==> src/rtl/smb_tgt_addrsel.sv <==
`timescale 1ns/1ps
module smb_tgt_addrsel #(
  parameter int         TMO_CYCLES = 5_000_000,
  parameter int         MEM_DEPTH  = 256,
  parameter logic [7:0] WP_CMD     = 8'h10,
  parameter int         SD_BIT     = 0,
  parameter int         WN_BIT     = 1
) (
  input  logic       clk,
  input  logic       rst_n,
  input  logic       scl_i,
  input  logic       sda_i,
  input  logic [2:0] strap_i,
  input  logic [7:0] stat_i,
  output logic       sda_oe,
  output logic       alert_oe,
  output logic       proto_o
);
  localparam int AW = $clog2(MEM_DEPTH);
  localparam int TW = $clog2(TMO_CYCLES + 1);
  localparam logic [6:0] ARA7 = 7'h0C;

  typedef enum logic [2:0] {S_IDLE, S_ADDR, S_CMD, S_WR, S_TX, S_IGN} st_t;
  typedef enum logic [1:0] {T_CTL, T_MEM, T_ARA} tg_t;

  logic [1:0] scl_s, sda_s;
  logic [2:0] scl_h, sda_h;
  logic       scl_f, sda_f, scl_p, sda_p;

  always_ff @(posedge clk or negedge rst_n) begin
    if (!rst_n) begin
      scl_s <= '1; sda_s <= '1; scl_h <= '1; sda_h <= '1;
      scl_f <= 1'b1; sda_f <= 1'b1; scl_p <= 1'b1; sda_p <= 1'b1;
    end else begin
      scl_s <= {scl_s[0], scl_i};
      sda_s <= {sda_s[0], sda_i};
      scl_h <= {scl_h[1:0], scl_s[1]};
      sda_h <= {sda_h[1:0], sda_s[1]};
      if (&scl_h) scl_f <= 1'b1; else if (~|scl_h) scl_f <= 1'b0;
      if (&sda_h) sda_f <= 1'b1; else if (~|sda_h) sda_f <= 1'b0;
      scl_p <= scl_f;
      sda_p <= sda_f;
    end
  end

  wire scl_rise = scl_f & ~scl_p;
  wire scl_fall = ~scl_f & scl_p;
  wire start_c  = scl_f & scl_p & sda_p & ~sda_f;
  wire stop_c   = scl_f & scl_p & ~sda_p & sda_f;

  logic [2:0] strap_q;
  logic       strap_ok;
  always_ff @(posedge clk or negedge rst_n) begin
    if (!rst_n) begin
      strap_q  <= 3'b111;
      strap_ok <= 1'b0;
    end else if (!strap_ok) begin
      strap_q  <= strap_i;
      strap_ok <= 1'b1;
    end
  end

  wire [6:0] ctl7 = {5'b10110, strap_q[1:0]};
  wire [6:0] mem7 = {5'b10100, strap_q[1:0]};
  assign proto_o  = strap_q[2] & ~(&strap_q[1:0]);
  assign alert_oe = stat_i[SD_BIT] | stat_i[WN_BIT];

  logic [TW-1:0] tmo_cnt;
  wire tmo_hit = (tmo_cnt == TW'(TMO_CYCLES));
  always_ff @(posedge clk or negedge rst_n) begin
    if (!rst_n)        tmo_cnt <= '0;
    else if (scl_f)    tmo_cnt <= '0;
    else if (!tmo_hit) tmo_cnt <= tmo_cnt + 1'b1;
  end

  st_t        st;
  tg_t        tg;
  logic       rw, ackph, more, wp;
  logic [3:0] bitcnt;
  logic [7:0] shreg, txreg, cmd;
  logic [AW-1:0] ptr;
  logic [7:0] mem [MEM_DEPTH];

  wire [6:0] a7      = shreg[7:1];
  wire       hit_ctl = (a7 == ctl7);
  wire       hit_mem = (a7 == mem7);
  wire       hit_ara = (a7 == ARA7) & shreg[0];
  wire       byte_in = scl_fall & ~ackph & (bitcnt == 4'd8);
  wire       mem_we  = byte_in & (st == S_WR) & (tg == T_MEM) & ~wp;
  wire [7:0] tx_src  = (tg == T_MEM) ? mem[ptr] :
                       (tg == T_CTL) ? {7'b0, wp} : stat_i;

  always_ff @(posedge clk)
    if (mem_we) mem[ptr] <= shreg;

  always_ff @(posedge clk or negedge rst_n) begin
    if (!rst_n) begin
      st <= S_IDLE; tg <= T_CTL; rw <= 1'b0; ackph <= 1'b0; more <= 1'b0;
      wp <= 1'b1; bitcnt <= '0; shreg <= '0; txreg <= '0; cmd <= '0;
      ptr <= '0; sda_oe <= 1'b0;
    end else if (tmo_hit) begin
      st <= S_IDLE; ackph <= 1'b0; sda_oe <= 1'b0;
    end else if (start_c) begin
      st <= S_ADDR; bitcnt <= '0; ackph <= 1'b0; sda_oe <= 1'b0;
    end else if (stop_c) begin
      st <= S_IDLE; ackph <= 1'b0; sda_oe <= 1'b0;
    end else begin
      case (st)
        S_ADDR, S_CMD, S_WR: begin
          if (scl_rise && !ackph && bitcnt != 4'd8) begin
            shreg  <= {shreg[6:0], sda_f};
            bitcnt <= bitcnt + 1'b1;
          end else if (byte_in) begin
            ackph  <= 1'b1;
            sda_oe <= 1'b1;
            if (st == S_ADDR) begin
              if (hit_ctl)      begin tg <= T_CTL; rw <= shreg[0]; end
              else if (hit_mem) begin tg <= T_MEM; rw <= shreg[0]; end
              else if (hit_ara) begin tg <= T_ARA; rw <= 1'b1; end
              else begin st <= S_IGN; ackph <= 1'b0; sda_oe <= 1'b0; end
            end else if (st == S_CMD) begin
              if (tg == T_MEM) ptr <= shreg[AW-1:0];
              else             cmd <= shreg;
            end else begin
              if (tg == T_MEM)        ptr <= ptr + 1'b1;
              else if (cmd == WP_CMD) wp  <= shreg[0];
            end
          end else if (scl_fall && ackph) begin
            ackph  <= 1'b0;
            bitcnt <= '0;
            if (st == S_ADDR && rw) begin
              st     <= S_TX;
              txreg  <= tx_src;
              sda_oe <= ~tx_src[7];
            end else begin
              sda_oe <= 1'b0;
              st     <= (st == S_ADDR) ? S_CMD : S_WR;
            end
          end
        end
        S_TX: begin
          if (scl_fall && !ackph) begin
            if (bitcnt == 4'd7) begin
              ackph  <= 1'b1;
              sda_oe <= 1'b0;
              if (tg == T_MEM) ptr <= ptr + 1'b1;
            end else begin
              bitcnt <= bitcnt + 1'b1;
              txreg  <= {txreg[6:0], 1'b0};
              sda_oe <= ~txreg[6];
            end
          end else if (scl_rise && ackph) begin
            more <= ~sda_f;
          end else if (scl_fall && ackph) begin
            ackph <= 1'b0;
            if (more) begin
              bitcnt <= '0;
              txreg  <= tx_src;
              sda_oe <= ~tx_src[7];
            end else begin
              st <= S_IGN;
            end
          end
        end
        default: ;
      endcase
    end
  end
endmodule

==> config.mk <==
export PLATFORM = sky130hd
export DESIGN_NAME = smb_tgt_addrsel
export DESIGN_NICKNAME = d
export VERILOG_FILES = /design/src/rtl/smb_tgt_addrsel.sv
export SDC_FILE = /design/constraint.sdc
export NUM_CORES = 2
export LEC_CHECK = 0
export BUFFER_PORTS_ARGS = -buffer_cell sky130_fd_sc_hd__buf_2
export CAP_MARGIN = 20
export CORE_MARGIN = 2
export CORE_UTILIZATION = 66
export CTS_BUF_LIST = sky130_fd_sc_hd__clkbuf_4 sky130_fd_sc_hd__clkbuf_8
export DETAILED_ROUTE_END_ITERATION = 10
export GPL_TIMING_DRIVEN = 1
export PLACE_DENSITY_LB_ADDON = 0.12
export SLEW_MARGIN = 5
export SYNTH_ARGS = -nofsm -noshare
export SYNTH_HDL_FRONTEND = slang
export SYNTH_SLANG_ARGS = --single-unit
==> constraint.sdc <==
create_clock -name clk -period 6 [get_ports clk]
set_clock_uncertainty 0.1 [all_clocks]
set_input_delay 1.2 -clock clk [delete_from_list [all_inputs] [get_ports clk]]
set_output_delay 1.2 -clock clk [all_outputs]
set_load 0.1 [all_outputs]
# --- Word-level counts from Yosys, hierarchy flattened ---
# Memory sizes are Yosys's and may differ from the RTL's.
# Cells that the tools add are included.
word_totals:
  word_cells: 228
  mem_bits_rw: 2048
  mem_count: 1
  register_bits: 86
  out_inout_bits: 3
  inputBits: 15
mem_list:
  columns: ["memory", "words", "word_bits", "rd", "rd_ports_with_merged_regs", "wr", "line", "rtl"]
  rows:
  - ["mem", 256, 8, 1, 0, 1, "82", "logic [7:0] mem [MEM_DEPTH];"]
op_classes:
  n_eq_ne: 50
  addsub: 3
  mux: 90
  bitwise: 32
  n_reduce_logical: 29
op_table:
  columns: ["op", "count"]
  rows:
  - ["8-bit 2-to-1 mux", 10]
  - ["7-bit 2-to-1 mux", 9]
  - ["6-bit inequality test (second input constant)", 9]
  - ["23-bit 2-to-1 mux", 2]
  - ["3-bit 2-to-1 mux", 15]
  - ["4-bit 2-to-1 mux", 10]
  - ["1-bit 2-to-1 mux", 35]
  - ["4-bit inequality test (second input constant)", 7]
  - ["5-bit inequality test (second input constant)", 5]
  - ["2-bit inequality test (second input constant)", 12]
  - ["23-bit by 1-bit adder with 23-bit output (second input constant)", 1]
  - ["23-bit equality test (second input constant)", 1]
  - ["10-bit AND reduction", 2]
  - ["9-bit AND reduction", 2]
  - ["1-bit NOT", 17]
  - ["8-bit case mux with 2 select lines", 1]
  - ["3-bit inequality test (second input constant)", 5]
  - ["1-bit bitwise AND", 14]
  - ["7-bit equality test", 2]
  - ["7-bit case mux with 2 select lines", 1]
  - ["12-bit AND reduction", 1]
  - ["6-bit AND reduction", 2]
  - ["11-bit AND reduction", 1]
  - ["3-bit OR reduction", 3]
  - ["other kinds (26)", 37]

# --- Depth between registers and ports, before layout ---
depth:
  word_depth: 12
  depth_mapped: 12

# --- Worst setup path before layout ---
# Ideal clock, no wire load.
synth_timing:
  path_kind: "reg2reg"
  from: "reg shreg[0]"
  to: "reg st[0]"
  path_stages_with_launch: 8
  path_slack_ns: 0.549
  arrival_time_ns: 5.226
  setup_time_ns: 0.125
  cell_sequence: "dfrtp_1 -> nor4bb_1 -> nand3_1 -> a31oi_1 -> a21oi_1 -> or3_1 -> a21oi_1 -> mux2_2"
synth_via:
  elab_chain_cells: 3
synth_rtl:
  columns: ["element", "line", "rtl"]
  rows:
  - ["start, declared", "80", "logic [7:0] shreg, txreg, cmd;"]
  - ["start signal, assigned", "111", "shreg <= {shreg[6:0], sda_f};"]
  - ["1-bit bitwise AND", "87", "wire hit_ara = (a7 == ARA7) & shreg[0];"]
  - ["6-bit inequality test (no line)", null, null]
  - ["11-bit AND reduction (no line)", null, null]
  - ["end signal, assigned", "137", "st <= (st == S_ADDR) ? S_CMD : S_WR;"]
  - ["end, declared", "76", "st_t st;"]
# No other way between the ends.
# A chain may end at the register's enable or synchronous reset.

# --- Worst setup path after layout ---
layout_timing:
  from: "reg scl_f"
  to: "mem mem[153][6], enable pin"
layout_via:
  elab_chain_cells: 9
layout_rtl:
  columns: ["element", "line", "rtl"]
  rows:
  - ["start, declared", "28", "logic scl_f, sda_f, scl_p, sda_p;"]
  - ["start signal, assigned", "33", "scl_f <= 1'b1; sda_f <= 1'b1; scl_p <= 1'b1; sda_p <= 1'b1;"]
  - ["start signal, assigned", "39", "if (&scl_h) scl_f <= 1'b1; else if (~|scl_h) scl_f <= 1'b0;"]
  - ["1-bit NOT", "47", "wire scl_fall = ~scl_f & scl_p;"]
  - ["1-bit bitwise AND", "47", null]
  - ["1-bit bitwise AND (2 in series)", "88", "wire byte_in = scl_fall & ~ackph & (bitcnt == 4'd8);"]
  - ["1-bit bitwise AND (3 in series)", "89", "wire mem_we = byte_in & (st == S_WR) & (tg == T_MEM) & ~wp;"]
  - ["1-bit 2-to-1 mux", "94", "if (mem_we) mem[ptr] <= shreg;"]
  - ["1-bit 2-to-1 mux (implied by the code)", "94", null]
  - ["end, declared", "82", null]
# No other way between the ends.

==> impl_metrics.env <==
export IMPL_htree_levels=5
export IMPL_antenna_left=0
export IMPL_seq_area_frac_synth_pct=76.0
export IMPL_hpwl_mm=134
export IMPL_grt_max_degree=182
export IMPL_avgSynthCellArea_um2=20.6
export IMPL_fill_cells=7114
export IMPL_seq_power_share_pct=57.1
export IMPL_final_cell_mix="edfxtp_1 (2048), mux4_2 (527), clkbuf_8 (348)"
export IMPL_area_delta_synth_final_pct=10.3
export IMPL_cts_root_buf="clkbuf_8"
export IMPL_clkLatencyLatePin_ns=1.05
export IMPL_grt_overflow=0
export IMPL_p_per_area_nw_per_um2=355
export IMPL_crit_arrival_ns=5.20
export IMPL_post_route_min_period_ns=4.65
export IMPL_fmax_mhz=215
export IMPL_synthArstFlopShare_pct=4.03
export IMPL_yosysTopAreaCell="edfxtp_1"
export IMPL_crit_type="flop to flop"
export IMPL_critPathMaxFanout=31
export IMPL_ff2ff_setup_slack_ns=1.35
export IMPL_ir_drop_uv=537
export IMPL_holdBufCountCts=0
export IMPL_grt_antenna_before_repair=7
export IMPL_placementRows=130
export IMPL_intPower_w=0.0249
export IMPL_cts_resized=0
export IMPL_globalplace_congestion=0.961
export IMPL_synth_seq_cells=2134
export IMPL_status="finished clean"
export IMPL_hold_path_class="primary input to async pin"
export IMPL_drive_gt1_share_pct=27.9
export IMPL_final_common_cell="edfxtp_1"
export IMPL_die_h_um=360
export IMPL_synth_xor_area_share_pct=0.240
export IMPL_tightest_slew_ns=1.19
export IMPL_ys_top_cells_by_area="edfxtp_1 (73%), mux4_2 (14%), dfrtp_1 (2.0%)"
export IMPL_p_leak_nw=28.3
export IMPL_synth_edf_count=2048
export IMPL_clkSinkCount=2134
export IMPL_ioPinCount=18
export IMPL_setup_violations=0
export IMPL_synth_simple_area_share_pct=3.40
export IMPL_finalHoldViolations=0
export IMPL_tns_ns=0
export IMPL_start_kind="flop"
export IMPL_die_area_um2=130000
export IMPL_rsz0062_at_grt="no"
export IMPL_synth_top_area_share_pct=73.4
export IMPL_switching_share_pct=23.9
export IMPL_maxCapViolCount=0
export IMPL_fin_util_pct=73.5
export IMPL_synth_top_flop_cell="edfxtp_1"
export IMPL_slew_headroom_pct=20.5
export IMPL_drt_initial_drc_count=7449
export IMPL_cts_tree="yes"
export IMPL_syn_inst=4062
export IMPL_drc=0
export IMPL_p_sw_w=0.00785
export IMPL_syn_area_um2=83800
export IMPL_synth_top_family_by_area="multiplexers"
export IMPL_first_pass_iters=6
export IMPL_numCtsBuffers=340
export IMPL_yosys_warnings=0
export IMPL_cts_setup_buffers=0
export IMPL_synth_fa_ha_area_share_pct=0.164
export IMPL_io_buffers=17
export IMPL_grt_pass1_wl_mm=315
export IMPL_synth_nets=4088
export IMPL_max_clock_path_buffers=4
export IMPL_first_global_vias=43500
export IMPL_die_w_um=360
export IMPL_wl_per_cell_um=35.6
export IMPL_nNetsFinal=4333
export IMPL_synth_area_mux_share_pct=16.0
export IMPL_pwr_share_comb_pct=6.3
export IMPL_core_area_um2=126000
export IMPL_clk_pin_slew_worst_paths_ns=0.06
export IMPL_vias=44100
export IMPL_finalCritPeriodShare_pct=77.4
export IMPL_synth_compound_area_share_pct=2.72
export IMPL_routed_via_density=7.11
export IMPL_synth_distinct_cells=78
export IMPL_track_usage_pct=34.7
export IMPL_slew_violations=0
export IMPL_required_ns=6.55
export IMPL_p_clk_share_pct=36.6
export IMPL_cp_end_kind="flop"
export IMPL_routed_wl_mm=221
export IMPL_initial_core_util_pct=66.6
==> registers in the layout (all words and copies together), names as in the netlist <==
signal / cells
ptr: 8
strap_q: 3
tg: 2
cmd: 8
mem: 2048
ackph: 1
scl_p: 1
scl_f: 1
shreg: 8
sda_h: 3
scl_s: 2
sda_f: 1
rw: 1
st: 3
sda_p: 1
strap_ok: 1
txreg: 7
wp: 1
sda_s: 2
more: 1
bitcnt: 4
scl_h: 3
tmo_cnt: 23
sda_oe: 1
==> synth_stat cells (7+ instances only) <==
master    instances
a211oi_1          9
a21oi_1          66
a221oi_1          9
a22o_1           13
a22oi_1          93
a31oi_1          10
a32oi_1           9
and2_1            9
buf_1            19
buf_2            79
buf_4            25
buf_6            12
clkbuf_1         98
dfrtp_1          68
dfstp_2          18
edfxtp_1       2048
ha_1             11
inv_1            20
mux2_2           42
mux2i_1          88
mux4_2          527
nand2_1         112
nand2b_1         15
nand3_1          57
nand4_1           8
nor2_1          334
nor2b_1          17
nor3_1           20
nor4_1           18
o21ai_0          54
o22ai_1          20
o31ai_1           8
or3_1             7
xnor2_1          10
xor2_1           13
==> cells by family after synthesis <==
group                    after synthesis
flip-flops                          2134
multiplexers                         663
AND/OR/NAND/NOR                      638
AO/OA/AOI/OAI                        336
buffers and inverters                256
XOR/XNOR                              23
adder cells (fa/ha/maj)               11
other                                  1
==> layout make-up <==
class                           count  area (um2)  share of cell area (%)
Antenna cell                        9        22.5                  0.0244
Clock buffer                      442        5500                    5.94
Clock inverter                    138         940                    1.02
Inverter                           21        83.8                  0.0907
Multi-Input combinational cell   1672       18900                    20.5
Sequential cell                  2134       63700                    68.9
Tap cell                         1650        2060                    2.23
Timing Repair Buffer              138        1190                    1.29
==> metrics by stage <==
stage	setup WS [ns]	power, W	hold WS (ns)	area, um2	cells
2_1_floorplan	0.549	0.0201	0.245	83800	4062
3_3_place_gp	1.56	0.0210	0.246	86000	5614
3_5_place_dp	1.41	0.0211	0.247	86000	5614
4_1_cts	1.44	0.0328	0.127	92400	6194
5_1_grt	1.20	0.0336	0.157	92400	6197
6_report	1.35	0.0328	0.180	92400	6204
==> metal layers <==
layer / global-route usage, % / up-vias / part of all wire [%]
met4: 18.2 / 4 / 5.7
met1: 49.4 / 22600 / 36
li1: - / 17400 / -
met2: 50.0 / 3417 / 45
met5: 0 / - / 0.010
met3: 9.81 / 694 / 13
==> final timing paths <==
check                      startpoint  cells past startpoint          end
setup / recovery                scl_f                      9  mem[153][6]
hold / removal                  rst_n                      1        ackph
setup reg to reg                scl_f                      9  mem[153][6]
hold reg to reg              sda_s[1]                      0     sda_h[0]
max in group asynchronous       rst_n                      2     scl_h[1]
min in group clk                sda_i                      1     sda_s[0]
==> power by group through the flow <==
stage / logic (W) / registers [W] / clock network [W]
after floorplan: 0.000226 / 0.0198 / 0
after global placement: 0.00198 / 0.0190 / 0
after detailed placement: 0.00207 / 0.0190 / 0
after CTS: 0.00206 / 0.0187 / 0.0121
after global routing: 0.00219 / 0.0187 / 0.0127
final: 0.00207 / 0.0187 / 0.0120
==> critical path, cell delays in order, from the launching register on <==
cell      delay [ns]
dfstp_2         0.53
nand2b_1        0.27
inv_1           0.11
ha_1            0.35
and2_1          0.30
nand4b_1        0.23
nor3_4          0.22
buf_4           0.57
nand3_1         0.74
nor2_1          0.87
Power figures use the tool's default switching activity.
